[src/rtl/ddr2_mrs_pkg.sv]
`timescale 1ns/1ps
package ddr2_mrs_pkg;

    // Field positions on the address bus (decoded by the memory device)
    localparam int BL_LSB  = 0;
    localparam int BT_BIT  = 3;
    localparam int CL_LSB  = 4;
    localparam int TM_BIT  = 7;
    localparam int DLL_BIT = 8;
    localparam int WR_LSB  = 9;
    localparam int PD_BIT  = 12;
    localparam int MR_HI   = 13;

    typedef enum logic [1:0] {
        SEL_MAIN = 2'd0,
        SEL_EXT1 = 2'd1,
        SEL_EXT2 = 2'd2,
        SEL_EXT3 = 2'd3
    } reg_sel_e;

    typedef enum logic [1:0] {
        CMD_DESEL,
        CMD_NOP,
        CMD_MRS,
        CMD_OTHER
    } cmd_e;

    typedef struct packed {
        logic [3:0] burst_len;
        logic       interleave;
        logic [3:0] cas_lat;
        logic [3:0] wr_cyc;
        logic       dll_reset;
        logic       test_mode;
        logic       pd_slow;
    } mr_cfg_t;

    typedef struct packed {
        logic bl;
        logic cl;
        logic wr;
        logic hi_addr;
        logic hi_bank;
    } rsv_t;

    function automatic logic [3:0] bl_beats(input logic [2:0] code);
        case (code)
            3'b010:  return 4'd4;
            3'b011:  return 4'd8;
            default: return 4'd0;
        endcase
    endfunction

    function automatic logic [3:0] cl_cycles(input logic [2:0] code);
        return (code >= 3'd3) ? {1'b0, code} : 4'd0;
    endfunction

    function automatic logic [3:0] wr_cycles(input logic [2:0] code);
        return (code != 3'd0) ? ({1'b0, code} + 4'd1) : 4'd0;
    endfunction

endpackage

[src/rtl/mrs_cmd_decode.sv]
`timescale 1ns/1ps
module mrs_cmd_decode
    import ddr2_mrs_pkg::*;
(
    input  logic cs_n,
    input  logic ras_n,
    input  logic cas_n,
    input  logic we_n,
    output cmd_e cmd
);
    always_comb begin
        if (cs_n)
            cmd = CMD_DESEL;
        else if (ras_n && cas_n && we_n)
            cmd = CMD_NOP;
        else if (!ras_n && !cas_n && !we_n)
            cmd = CMD_MRS;
        else
            cmd = CMD_OTHER;
    end
endmodule

[src/rtl/mrs_field_decode.sv]
`timescale 1ns/1ps
module mrs_field_decode
    import ddr2_mrs_pkg::*;
#(
    parameter int ADDR_W = 14,
    parameter int BANK_W = 3
) (
    input  logic [ADDR_W-1:0] addr,
    input  logic [BANK_W-1:0] ba,
    output mr_cfg_t           cfg,
    output rsv_t              rsv,
    output logic              rsv_hit
);
    logic hi_addr_nz;
    logic hi_bank_nz;
    logic to_main;

    generate
        if (ADDR_W > MR_HI) begin : g_hi_addr
            assign hi_addr_nz = |addr[ADDR_W-1:MR_HI];
        end else begin : g_no_hi_addr
            assign hi_addr_nz = 1'b0;
        end
        if (BANK_W > 2) begin : g_hi_bank
            assign hi_bank_nz = |ba[BANK_W-1:2];
        end else begin : g_no_hi_bank
            assign hi_bank_nz = 1'b0;
        end
    endgenerate

    assign to_main = (reg_sel_e'(ba[1:0]) == SEL_MAIN);

    always_comb begin
        cfg.burst_len  = bl_beats(addr[BL_LSB +: 3]);
        cfg.interleave = addr[BT_BIT];
        cfg.cas_lat    = cl_cycles(addr[CL_LSB +: 3]);
        cfg.wr_cyc     = wr_cycles(addr[WR_LSB +: 3]);
        cfg.dll_reset  = addr[DLL_BIT];
        cfg.test_mode  = addr[TM_BIT];
        cfg.pd_slow    = addr[PD_BIT];

        rsv.bl      = to_main && (cfg.burst_len == 4'd0);
        rsv.cl      = to_main && (cfg.cas_lat == 4'd0);
        rsv.wr      = to_main && (cfg.wr_cyc == 4'd0);
        rsv.hi_addr = to_main && hi_addr_nz;
        rsv.hi_bank = hi_bank_nz;
        rsv_hit     = |rsv;
    end
endmodule

[src/rtl/mrs_tmrd_timer.sv]
`timescale 1ns/1ps
module mrs_tmrd_timer #(
    parameter int TMRD = 2
) (
    input  logic clk,
    input  logic rst,
    input  logic load,
    output logic busy
);
    localparam int CNT_W = $clog2(TMRD + 1);
    localparam logic [CNT_W-1:0] LOAD_V = CNT_W'(TMRD);

    logic [CNT_W-1:0] cnt;

    always_ff @(posedge clk) begin
        if (rst)
            cnt <= '0;
        else if (load)
            cnt <= LOAD_V;
        else if (cnt != '0)
            cnt <= cnt - 1'b1;
    end

    assign busy = (cnt != '0);
endmodule

[src/rtl/ddr2_mrs_decoder.sv]
`timescale 1ns/1ps
module ddr2_mrs_decoder
    import ddr2_mrs_pkg::*;
#(
    parameter int NUM_BANKS = 8,
    parameter int ADDR_W    = 14,
    parameter int BANK_W    = 3,
    parameter int TMRD      = 2
) (
    input  logic                 clk,
    input  logic                 rst,
    input  logic                 cke,
    input  logic                 cs_n,
    input  logic                 ras_n,
    input  logic                 cas_n,
    input  logic                 we_n,
    input  logic [BANK_W-1:0]    ba,
    input  logic [ADDR_W-1:0]    addr,
    input  logic [NUM_BANKS-1:0] bank_open,
    output logic                 mr_valid,
    output logic [3:0]           burst_len,
    output logic                 burst_interleave,
    output logic [3:0]           cas_latency,
    output logic [3:0]           write_recovery,
    output logic                 dll_reset,
    output logic                 test_mode,
    output logic                 pd_slow_exit,
    output logic [1:0]           reg_sel,
    output logic                 mrs_accept,
    output logic                 busy,
    output logic                 err_state,
    output logic                 err_timing,
    output logic                 err_reserved,
    output logic                 warn_test
);
    cmd_e    cmd;
    mr_cfg_t cfg_new;
    mr_cfg_t cfg_q;
    rsv_t    rsv;
    logic    rsv_hit;

    logic    cmd_live;
    logic    dev_ready;
    logic    v_timing;
    logic    v_state;
    logic    v_rsv;
    logic    ok;

    mrs_cmd_decode u_cmd (
        .cs_n  (cs_n),
        .ras_n (ras_n),
        .cas_n (cas_n),
        .we_n  (we_n),
        .cmd   (cmd)
    );

    mrs_field_decode #(
        .ADDR_W (ADDR_W),
        .BANK_W (BANK_W)
    ) u_fields (
        .addr    (addr),
        .ba      (ba),
        .cfg     (cfg_new),
        .rsv     (rsv),
        .rsv_hit (rsv_hit)
    );

    mrs_tmrd_timer #(
        .TMRD (TMRD)
    ) u_timer (
        .clk  (clk),
        .rst  (rst),
        .load (ok),
        .busy (busy)
    );

    // Command qualification: timing window first, then device state, then encoding
    always_comb begin
        cmd_live  = (cmd == CMD_MRS) || (cmd == CMD_OTHER);
        dev_ready = cke && (bank_open == '0);
        v_timing  = busy && cmd_live;
        v_state   = !busy && (cmd == CMD_MRS) && !dev_ready;
        v_rsv     = !busy && (cmd == CMD_MRS) && dev_ready && rsv_hit;
        ok        = !busy && (cmd == CMD_MRS) && dev_ready && !rsv_hit;
    end

    always_ff @(posedge clk) begin
        if (rst) begin
            cfg_q        <= '0;
            mr_valid     <= 1'b0;
            reg_sel      <= SEL_MAIN;
            mrs_accept   <= 1'b0;
            err_state    <= 1'b0;
            err_timing   <= 1'b0;
            err_reserved <= 1'b0;
            warn_test    <= 1'b0;
        end else begin
            mrs_accept   <= ok;
            err_state    <= v_state;
            err_timing   <= v_timing;
            err_reserved <= v_rsv;
            warn_test    <= ok && (reg_sel_e'(ba[1:0]) == SEL_MAIN) && cfg_new.test_mode;
            if (ok) begin
                reg_sel <= ba[1:0];
                if (reg_sel_e'(ba[1:0]) == SEL_MAIN) begin
                    cfg_q    <= cfg_new;
                    mr_valid <= 1'b1;
                end
            end
        end
    end

    assign burst_len        = cfg_q.burst_len;
    assign burst_interleave = cfg_q.interleave;
    assign cas_latency      = cfg_q.cas_lat;
    assign write_recovery   = cfg_q.wr_cyc;
    assign dll_reset        = cfg_q.dll_reset;
    assign test_mode        = cfg_q.test_mode;
    assign pd_slow_exit     = cfg_q.pd_slow;
endmodule

[config.mk]
export PLATFORM = sky130hd
export DESIGN_NAME = ddr2_mrs_decoder
export DESIGN_NICKNAME = d
export VERILOG_FILES = /design/src/rtl/ddr2_mrs_pkg.sv /design/src/rtl/mrs_cmd_decode.sv /design/src/rtl/mrs_field_decode.sv /design/src/rtl/mrs_tmrd_timer.sv /design/src/rtl/ddr2_mrs_decoder.sv
export SDC_FILE = /design/constraint.sdc
export NUM_CORES = 1
export LEC_CHECK = 0
export BUFFER_PORTS_ARGS = -buffer_cell sky130_fd_sc_hd__buf_2
export CAP_MARGIN = 15
export CORE_MARGIN = 8
export CORE_UTILIZATION = 45
export CTS_BUF_LIST = sky130_fd_sc_hd__clkbuf_4 sky130_fd_sc_hd__clkbuf_8 sky130_fd_sc_hd__clkbuf_16
export DETAILED_ROUTE_END_ITERATION = 8
export HOLD_SLACK_MARGIN = 0.08
export PLACE_DENSITY = 0.88
export SLEW_MARGIN = 25
export SYNTH_ARGS = -nofsm -noshare
export SYNTH_HDL_FRONTEND = slang
export SYNTH_SLANG_ARGS = --single-unit
[constraint.sdc]
create_clock -name clk -period 2.2 [get_ports clk]
set_input_delay 0.11 -clock clk [delete_from_list [all_inputs] [get_ports clk]]
set_output_delay 0.11 -clock clk [all_outputs]
set_load 0.02 [all_outputs]
Word-level counts from Yosys, hierarchy flattened
Index checks and enable logic that the tools add are counted.
{"block": "totals", "out_inout_bits": 25, "mem_count": 0, "latchBits": 0, "register_bits": 26, "rom_bits": 0, "inputBits": 32, "mem_bits_rw": 0, "wordCells": 66}
{"block": "op_classes", "n_mux": 8, "mul": 0, "div": 0, "shift": 0, "n_eq_ne": 4, "n_lt_le_gt_ge": 1, "reduce_logical": 35, "bitwise_logic": 0, "add_sub_neg": 2}
{"op": "$logic_and 1x1->1", "count": 17}
{"op": "$logic_not 4->1", "count": 3}
{"op": "$logic_not 8->1", "count": 1}
{"op": "$mux 2", "count": 4}
{"op": "$pmux 4 s2", "count": 1}
{"op": "$eq 3x2->1 const B", "count": 2}
{"op": "$logic_not 1->1", "count": 6}
{"op": "$reduce_or 5->1", "count": 1}
{"op": "$add 3x1->4 const B", "count": 1}
{"op": "$eq 2x2->1 const B", "count": 2}
{"op": "$mux 4", "count": 1}
{"op": "$reduce_bool 2->1", "count": 2}
{"op": "$ge 3x2->1 const B", "count": 1}
{"op": "$mux 3", "count": 1}
{"op": "$reduce_bool 3->1", "count": 1}
{"op": "$logic_not 2->1", "count": 1}
{"op": "$reduce_and 2->1", "count": 1}
{"op": "$reduce_or 2->1", "count": 1}
{"op": "$sub 2x1->2 const B", "count": 1}
{"op": "$logic_or 1x1->1", "count": 1}
{"op": "$mux 1", "count": 1}

Longest topological paths before layout
Gate-level depths: netlist of run 1.
{"block": "depth", "word_depth": 12, "depth_mapped": 8, "depth_no_buf": 6}

Modules after synthesis
From an unflattened synthesis of run 1, not the netlist that was laid out.
{"block": "hier_totals", "cells_unflattened": 147, "area_unflattened_um2": 1410.1}
{"module": "ddr2_mrs_decoder", "seq_area_each_um2": 480.5, "instances": 1, "cells_per_inst": 103, "area_per_inst_um2": 1089.8}
{"module": "mrs_field_decode", "seq_area_each_um2": 0.0, "instances": 1, "cells_per_inst": 35, "area_per_inst_um2": 235.2}
{"module": "mrs_tmrd_timer", "seq_area_each_um2": 40.0, "instances": 1, "cells_per_inst": 6, "area_per_inst_um2": 70.1}
{"module": "mrs_cmd_decode", "seq_area_each_um2": 0.0, "instances": 1, "cells_per_inst": 3, "area_per_inst_um2": 15.0}

Worst setup path before layout of run 1
OpenSTA, ideal clock, no wires.
{"block": "synth_path", "path_type": "flip-flop to output port", "start": "reg u_timer.cnt[0]", "end": "out busy", "t_required_ps": 2090, "setup_slack_ps": 1520, "stages_incl_launch_ff": 3, "path_buffers": 0, "t_arrival_ps": 570, "path_cell_list": "dfxtp_1 > nor2_1 > inv_1"}
{"block": "synth_between", "elab_chain_cells": 1}
{"element": "from (decl)", "line_no": "mrs_tmrd_timer.sv:13", "rtl": "logic [CNT_W-1:0] cnt;"}
{"element": "from (signal assigned)", "line_no": "mrs_tmrd_timer.sv:21", "rtl": "cnt <= cnt - 1'b1;"}
{"element": "$reduce_bool 2->1", "line_no": "mrs_tmrd_timer.sv:24", "rtl": "assign busy = (cnt != '0);"}
{"element": "to (decl)", "line_no": "ddr2_mrs_decoder.sv:30", "rtl": "output logic busy,"}
No other way between the ends.

==> results of run 1 <==
==> power groups by stage <==
| stage | Sequential [mW] | Clock [mW] | Combinational [mW] |
|---|---|---|---|
| 3_3_place_gp | 0.426 | 0 | 0.0847 |
| 3_5_place_dp | 0.426 | 0 | 0.0887 |
| 4_1_cts | 0.417 | 0.214 | 0.0989 |
| 2_1_floorplan | 0.426 | 0 | 0.0529 |
| 6_report | 0.417 | 0.209 | 0.0987 |
| 5_1_grt | 0.417 | 0.232 | 0.109 |
==> cell usage in the layout, fill, tap and decap left out, drive strengths merged, types with 3 or more instances in the layout <==
cell,Yosys,layout
a21oi,3,3
buf,5,54
clkbuf,4,4
conb,1,3
dfxtp,23,23
dlygate4sd3,0,7
inv,4,4
mux2,5,5
mux2i,11,11
nand2,3,3
nand2b,18,18
nor2,9,9
nor2b,7,7
nor3,4,4
nor4,5,5
o21ai,3,3
==> cell families (layout without fill, tap and decap cells) <==
group,count (synthesis),after routing,share of synthesized area [%]
mux,16,16,14.2
compound gates,10,10,5.51
buf+inv,13,69,6.97
flops,23,23,38.3
other cells,1,3,0.312
simple gates,59,59,32.7
fa+ha+maj,2,2,2.08
==> how the worst max path moves through the flow <==
stage	from	endpoint	slack (ns)	depth (start not counted)
after floorplan	u_timer.cnt[0]	write_recovery[0]	0.27	6
after global placement	cas_n	cas_latency[1]	0.21	6
after detailed placement	cas_n	write_recovery[2]	0.14	6
after CTS	cs_n	write_recovery[2]	0.05	7
after global routing	cs_n	cas_latency[1]	0.02	7
final	cs_n	write_recovery[2]	0.04	7
==> stage by stage <==
stage	hold WS, ns	total power, mW
2_1_floorplan	0.186	0.479
3_3_place_gp	0.296	0.511
3_5_place_dp	0.303	0.515
4_1_cts	0.0881	0.730
5_1_grt	0.105	0.759
6_report	0.0892	0.724
==> layer usage <==
| layer | part of all wire (%) | track usage [%] |
|---|---|---|
| met1 | 41 | 14.0 |
| met2 | 46 | 23.0 |
| met3 | 11 | 4.47 |
| met4 | 1.3 | 4.70 |
| met5 | 0 | 0 |
==> cell type report <==
class,count,area share [%]
Timing Repair Buffer,61,22.7
Tap cell,30,2.40
Multi-Input combinational cell,90,42.6
Sequential cell,23,29.4
Inverter,4,0.960
Clock buffer,4,1.92
==> worst max-delay path: cells and delay by family <==
family,cells,cell delay [ns]
mux,1,0.34
simple gates,3,1.10
buf+inv,3,0.83
==> state kept, by name, indices dropped and copies added (netlist names), 2 cells and up <==
signal / flops
reg_sel: 2
cas_latency: 3
u_timer.cnt: 2
burst_len: 2
write_recovery: 4
==> synth_stat cells (4+ instances only) <==
cell | number | area (um^2)
nor3_1 | 4 | 20.0
nand2b_1 | 18 | 113
nor4_1 | 4 | 25.0
clkbuf_1 | 4 | 15.0
mux2_2 | 4 | 45.0
inv_1 | 4 | 15.0
mux2i_1 | 11 | 110
nor2_1 | 9 | 33.8
dfxtp_1 | 23 | 460
nor2b_1 | 7 | 43.8
==> impl_metrics.json, run 1 <==
{
  "critPathCaptureType": "flop",
  "cts-htree-levels": 1,
  "p_switching_uw": 174,
  "clockBufferDepth": 2,
  "worst_slew_pin_slew_ns": 0.520,
  "yosysWarnings": 0,
  "cts_tree": "built",
  "drc": 0,
  "power_leakage_nw": 0.727,
  "post_dp_cell_area_um2": 1460,
  "nFillCells": 223,
  "cp_slowest_cell": "dlygate4sd3_1",
  "switching_share_pct": 24.1,
  "gp_congestion": 0.838,
  "syn_inst": 124,
  "power_frac_seq_pct": 57.5,
  "synth_ff_type": "dfxtp_1",
  "crit_chain": "dlygate4sd3_1, buf_2, or4_4, nor4_4, and4_1, buf_12, mux2_2",
  "cts_resized": 0,
  "post-dp-hpwl_um": 2310,
  "r2r-start": "u_timer.cnt[0]",
  "drive_gt1_share_pct": 38.5,
  "cts_sinks": 23,
  "crit_required_ns": 2.41,
  "max_freq_mhz": 463,
  "rr_endpoint": "write_recovery[2]",
  "portBuffers": 53,
  "die_w_um": 67.7,
  "cp_slowest_stage_delay_ns": 0.53,
  "hold_path_class": "in -> reg",
  "run_status": "finished, final reports clean",
  "dieArea_um2": 4580,
  "dp_cells": 201,
  "coreArea_um2": 2500,
  "die_y_um": 67.7,
  "initial_utilization_pct": 48.1,
  "worstSetupPathType": "in -> reg",
  "min_period_ns": 2.16,
  "route.final.wire_length_um": 2990,
  "p_comb_share_pct": 13.6,
  "finalSetupTns_ns": 0,
  "grt_pass1_vias": 1106,
  "holdPathStages": 3,
  "grt_use_total_pct": 13.0,
  "worstHoldStart": "addr[6]",
  "cp_max_fo": 14,
  "nets": 217,
  "r2r_cells": 5,
  "dp_worst_setup_slack_ns": 0.144,
  "grt_overflow": 0,
  "ant_nets": 0,
  "fin_crit_sh_pct": 98.3,
  "ys_ff_latch": 23,
  "numCtsBuffers": 3,
  "pin_count": 57,
  "via_per_inst": 5.04,
  "clk_pin_slew_ns": 0.12,
  "maxCapViolations": 0,
  "p_per_area_nw_per_um2": 463,
  "wl_per_cell_um": 14.1,
  "grt_start_max_net_pins": 39,
  "cts_hold_buf": 7,
  "slew_violations": 0,
  "ys_seq_area_share_pct": 38.3,
  "pwr-share-clk_pct": 28.8,
  "worstPathArrival_ns": 2.38,
  "slew_headroom_pct": 65.3,
  "ir_worst_vdd_mv": 0.311,
  "stdcell_area_um2": 1560,
  "grt_first_pass_wirelength_um": 4750,
  "multi_input_area_um2": 666,
  "hold_end": "cas_latency[2]",
  "netlist_area_um2": 1200,
  "hold_viol_final": 0,
  "regArea_um2": 460,
  "antennaDiodeCount": 0,
  "row_count": 18,
  "drt_first_pass_iters": 4,
  "root_buffer": "clkbuf_4",
  "synth_edf_count": 0,
  "crit_path_start_kind": "primary input",
  "drt_iter0_drc": 17,
  "finalSetupViolations": 0,
  "final_util_pct": 62.6,
  "synthArstFlopShare_pct": 0,
  "clk_latency_ns": 0.31,
  "setup_ws_ns": 0.0380,
  "fin_worst_skew_ns": 0.00145,
  "syn_to_final_growth_pct": 30.1,
  "rsz0062_at_grt": "no",
  "final_cells": 212,
  "antenna_found_initial": 0,
  "num_vias": 1069,
  "syn_avg_cell_area_um2": 9.70,
  "r2r_slack_ns": 0.13,
  "cts_setup_buffers": 0,
  "ys_types": 35,
  "internal_power_uw": 550
}
Note: power is estimated with default switching activity, not from simulation.
==> run 2: changes to the inputs <==
--- a/config.mk
+++ b/config.mk
@@ -13,6 +13,7 @@
 export DETAILED_ROUTE_END_ITERATION = 8
 export HOLD_SLACK_MARGIN = 0.08
 export PLACE_DENSITY = 0.88
+export RECOVER_POWER = 100
 export SLEW_MARGIN = 25
 export SYNTH_ARGS = -nofsm -noshare
 export SYNTH_HDL_FRONTEND = slang
==> run 2 against run 1 <==
Via count increased by 0.56%. Final area down 2.1%. Power down 0.14%. Combinational power is 0.4% lower. Worst setup slack better by 0.015 ns. First-iteration DRC count grew 5.9%. Clock skew increased by 0.00089 ns. Sequential power barely moved. Maximum frequency is 0.70% higher. Utilization is 1.3 points lower. Critical path depth unchanged. Count of clock-buffer cells in the layout unchanged.
==> impl_metrics.json, run 2 (synthesis gave the netlist of run 1 again) <==
{
  "run_status": "finished, final reports clean",
  "via_per_inst": 5.07,
  "slew_headroom_pct": 65.0,
  "layout.cells.most_common_list": "buf_2, dfxtp_1, clkbuf_1, nand2b_1, mux2i_1",
  "grt_first_pass_wirelength_um": 4750,
  "crit_family": "simple AND/OR/NAND/NOR gates",
  "grt_start_max_net_pins": 39,
  "crit_cells": 7,
  "cp_max_fo": 14,
  "cts_tree": "built",
  "pin_count": 57,
  "nFillCells": 240,
  "numCtsBuffers": 3,
  "cts_sinks": 23,
  "final_util_pct": 61.3,
  "cp_slowest_cell": "dlygate4sd3_1",
  "wl_per_cell_um": 14.1,
  "post-dp-hpwl_um": 2310,
  "grt_pass1_vias": 1106,
  "drt_first_pass_iters": 4,
  "clk_pin_slew_ns": 0.12,
  "crit_path_start_kind": "primary input",
  "drc": 0,
  "r2r_cells": 5,
  "gp_congestion": 0.838,
  "antenna_found_initial": 0,
  "p_per_area_nw_per_um2": 472,
  "switching_share_pct": 24.0,
  "slew_violations": 0,
  "grt_use_total_pct": 13.0,
  "power_uw": 723,
  "internal_power_uw": 549,
  "cts_setup_buffers": 0,
  "num_vias": 1075,
  "hold_path_class": "in -> reg",
  "finalSetupTns_ns": 0,
  "pwr-share-clk_pct": 28.8,
  "clk_latency_ns": 0.31,
  "drt_iter0_drc": 18,
  "row_count": 18,
  "worstSetupPathType": "in -> reg",
  "path_buf_inv": 3,
  "ir_worst_vdd_mv": 0.312,
  "coreArea_um2": 2500,
  "p_comb_share_pct": 13.6,
  "power_leakage_nw": 0.627,
  "clockBufferDepth": 2,
  "p_switching_uw": 174,
  "worst_slew_pin_slew_ns": 0.525,
  "crit_required_ns": 2.41,
  "cts-htree-levels": 1,
  "finalSetupViolations": 0,
  "drive_gt1_share_pct": 25.3,
  "layout_commonest_cell": "buf_2",
  "nets": 217,
  "rsz0062_at_grt": "no",
  "min_period_ns": 2.15,
  "ant_nets": 0,
  "root_buffer": "clkbuf_4",
  "grt_overflow": 0,
  "die_w_um": 67.7,
  "portBuffers": 53,
  "holdPathStages": 3,
  "antennaDiodeCount": 0,
  "route.final.wire_length_um": 2980,
  "syn_to_final_growth_pct": 27.4,
  "maxCapViolations": 0,
  "die_y_um": 67.7,
  "worstPathArrival_ns": 2.36,
  "initial_utilization_pct": 48.1,
  "hold_viol_final": 0,
  "critPathCaptureType": "flop",
  "dieArea_um2": 4580,
  "max_freq_mhz": 466,
  "crit_chain": "dlygate4sd3_1, clkbuf_1, or4_4, nor4_4, and4_1, buf_12, mux2_2",
  "power_frac_seq_pct": 57.6,
  "fin_crit_sh_pct": 97.6,
  "fin_worst_skew_ns": 0.00234,
  "cp_slowest_stage_delay_ns": 0.53,
  "largest_register_ff_count": 4
}
## run 2: final timing paths
| check | from | endpoint | slack [ns] |
|---|---|---|---|
| worst min-delay path | addr[6] | cas_latency[2] | 0.09 |
| worst max-delay path | cs_n | write_recovery[2] | 0.05 |
| worst max register to register | u_timer.cnt[0] | write_recovery[2] | 0.13 |
| worst min register to register | dll_reset | dll_reset | 0.48 |
## run 2: routing by layer
layer / vias up / global-route usage (%) / part of all wire, %
li1: 536 / - / -
met1: 490 / 14.0 / 41
met2: 44 / 23.0 / 47
met3: 5 / 4.47 / 11
met4: 0 / 4.70 / 1.3
met5: - / 0 / 0
## run 2: layout make-up
class                   instances  area (um^2)  share of cell area, %
flip-flops and latches         23          460                   30.1
multi-input cells              90          662                   43.2
clock buffers                   4         30.0                   1.96
well taps                      30         37.5                   2.45
repair buffers                 61          327                   21.3
inverters                       4         15.0                  0.980
## run 2: through the flow
stage,instance area (um^2),std cells,hold WS (ns),setup WS [ns]
floorplan,1210,126,0.186,0.273
detailed placement,1460,201,0.303,0.144
finish,1530,212,0.0904,0.0531
global route,1530,212,0.105,0.0339
CTS,1560,212,0.0881,0.0515
global placement,1460,201,0.296,0.215
## run 2: power groups by stage
stage          logic [mW]  registers (mW)  clock network, mW
2_1_floorplan      0.0529           0.426                  0
3_3_place_gp       0.0847           0.426                  0
3_5_place_dp       0.0887           0.426                  0
4_1_cts            0.0989           0.417              0.214
5_1_grt             0.109           0.417              0.232
6_report           0.0983           0.417              0.208
## run 2: tightest hold or removal path: cells and delay by family
kind / cells / cell delay [ns]
and+or+nand+nor: 1 / 0.06
muxes: 1 / 0.07
buffers and inverters: 1 / 0.12
## run 2: what timing repair did
item	CTS	global route
endpoints found under the hold margin	8	0
gates resized for setup	0	0
hold buffers	7	0
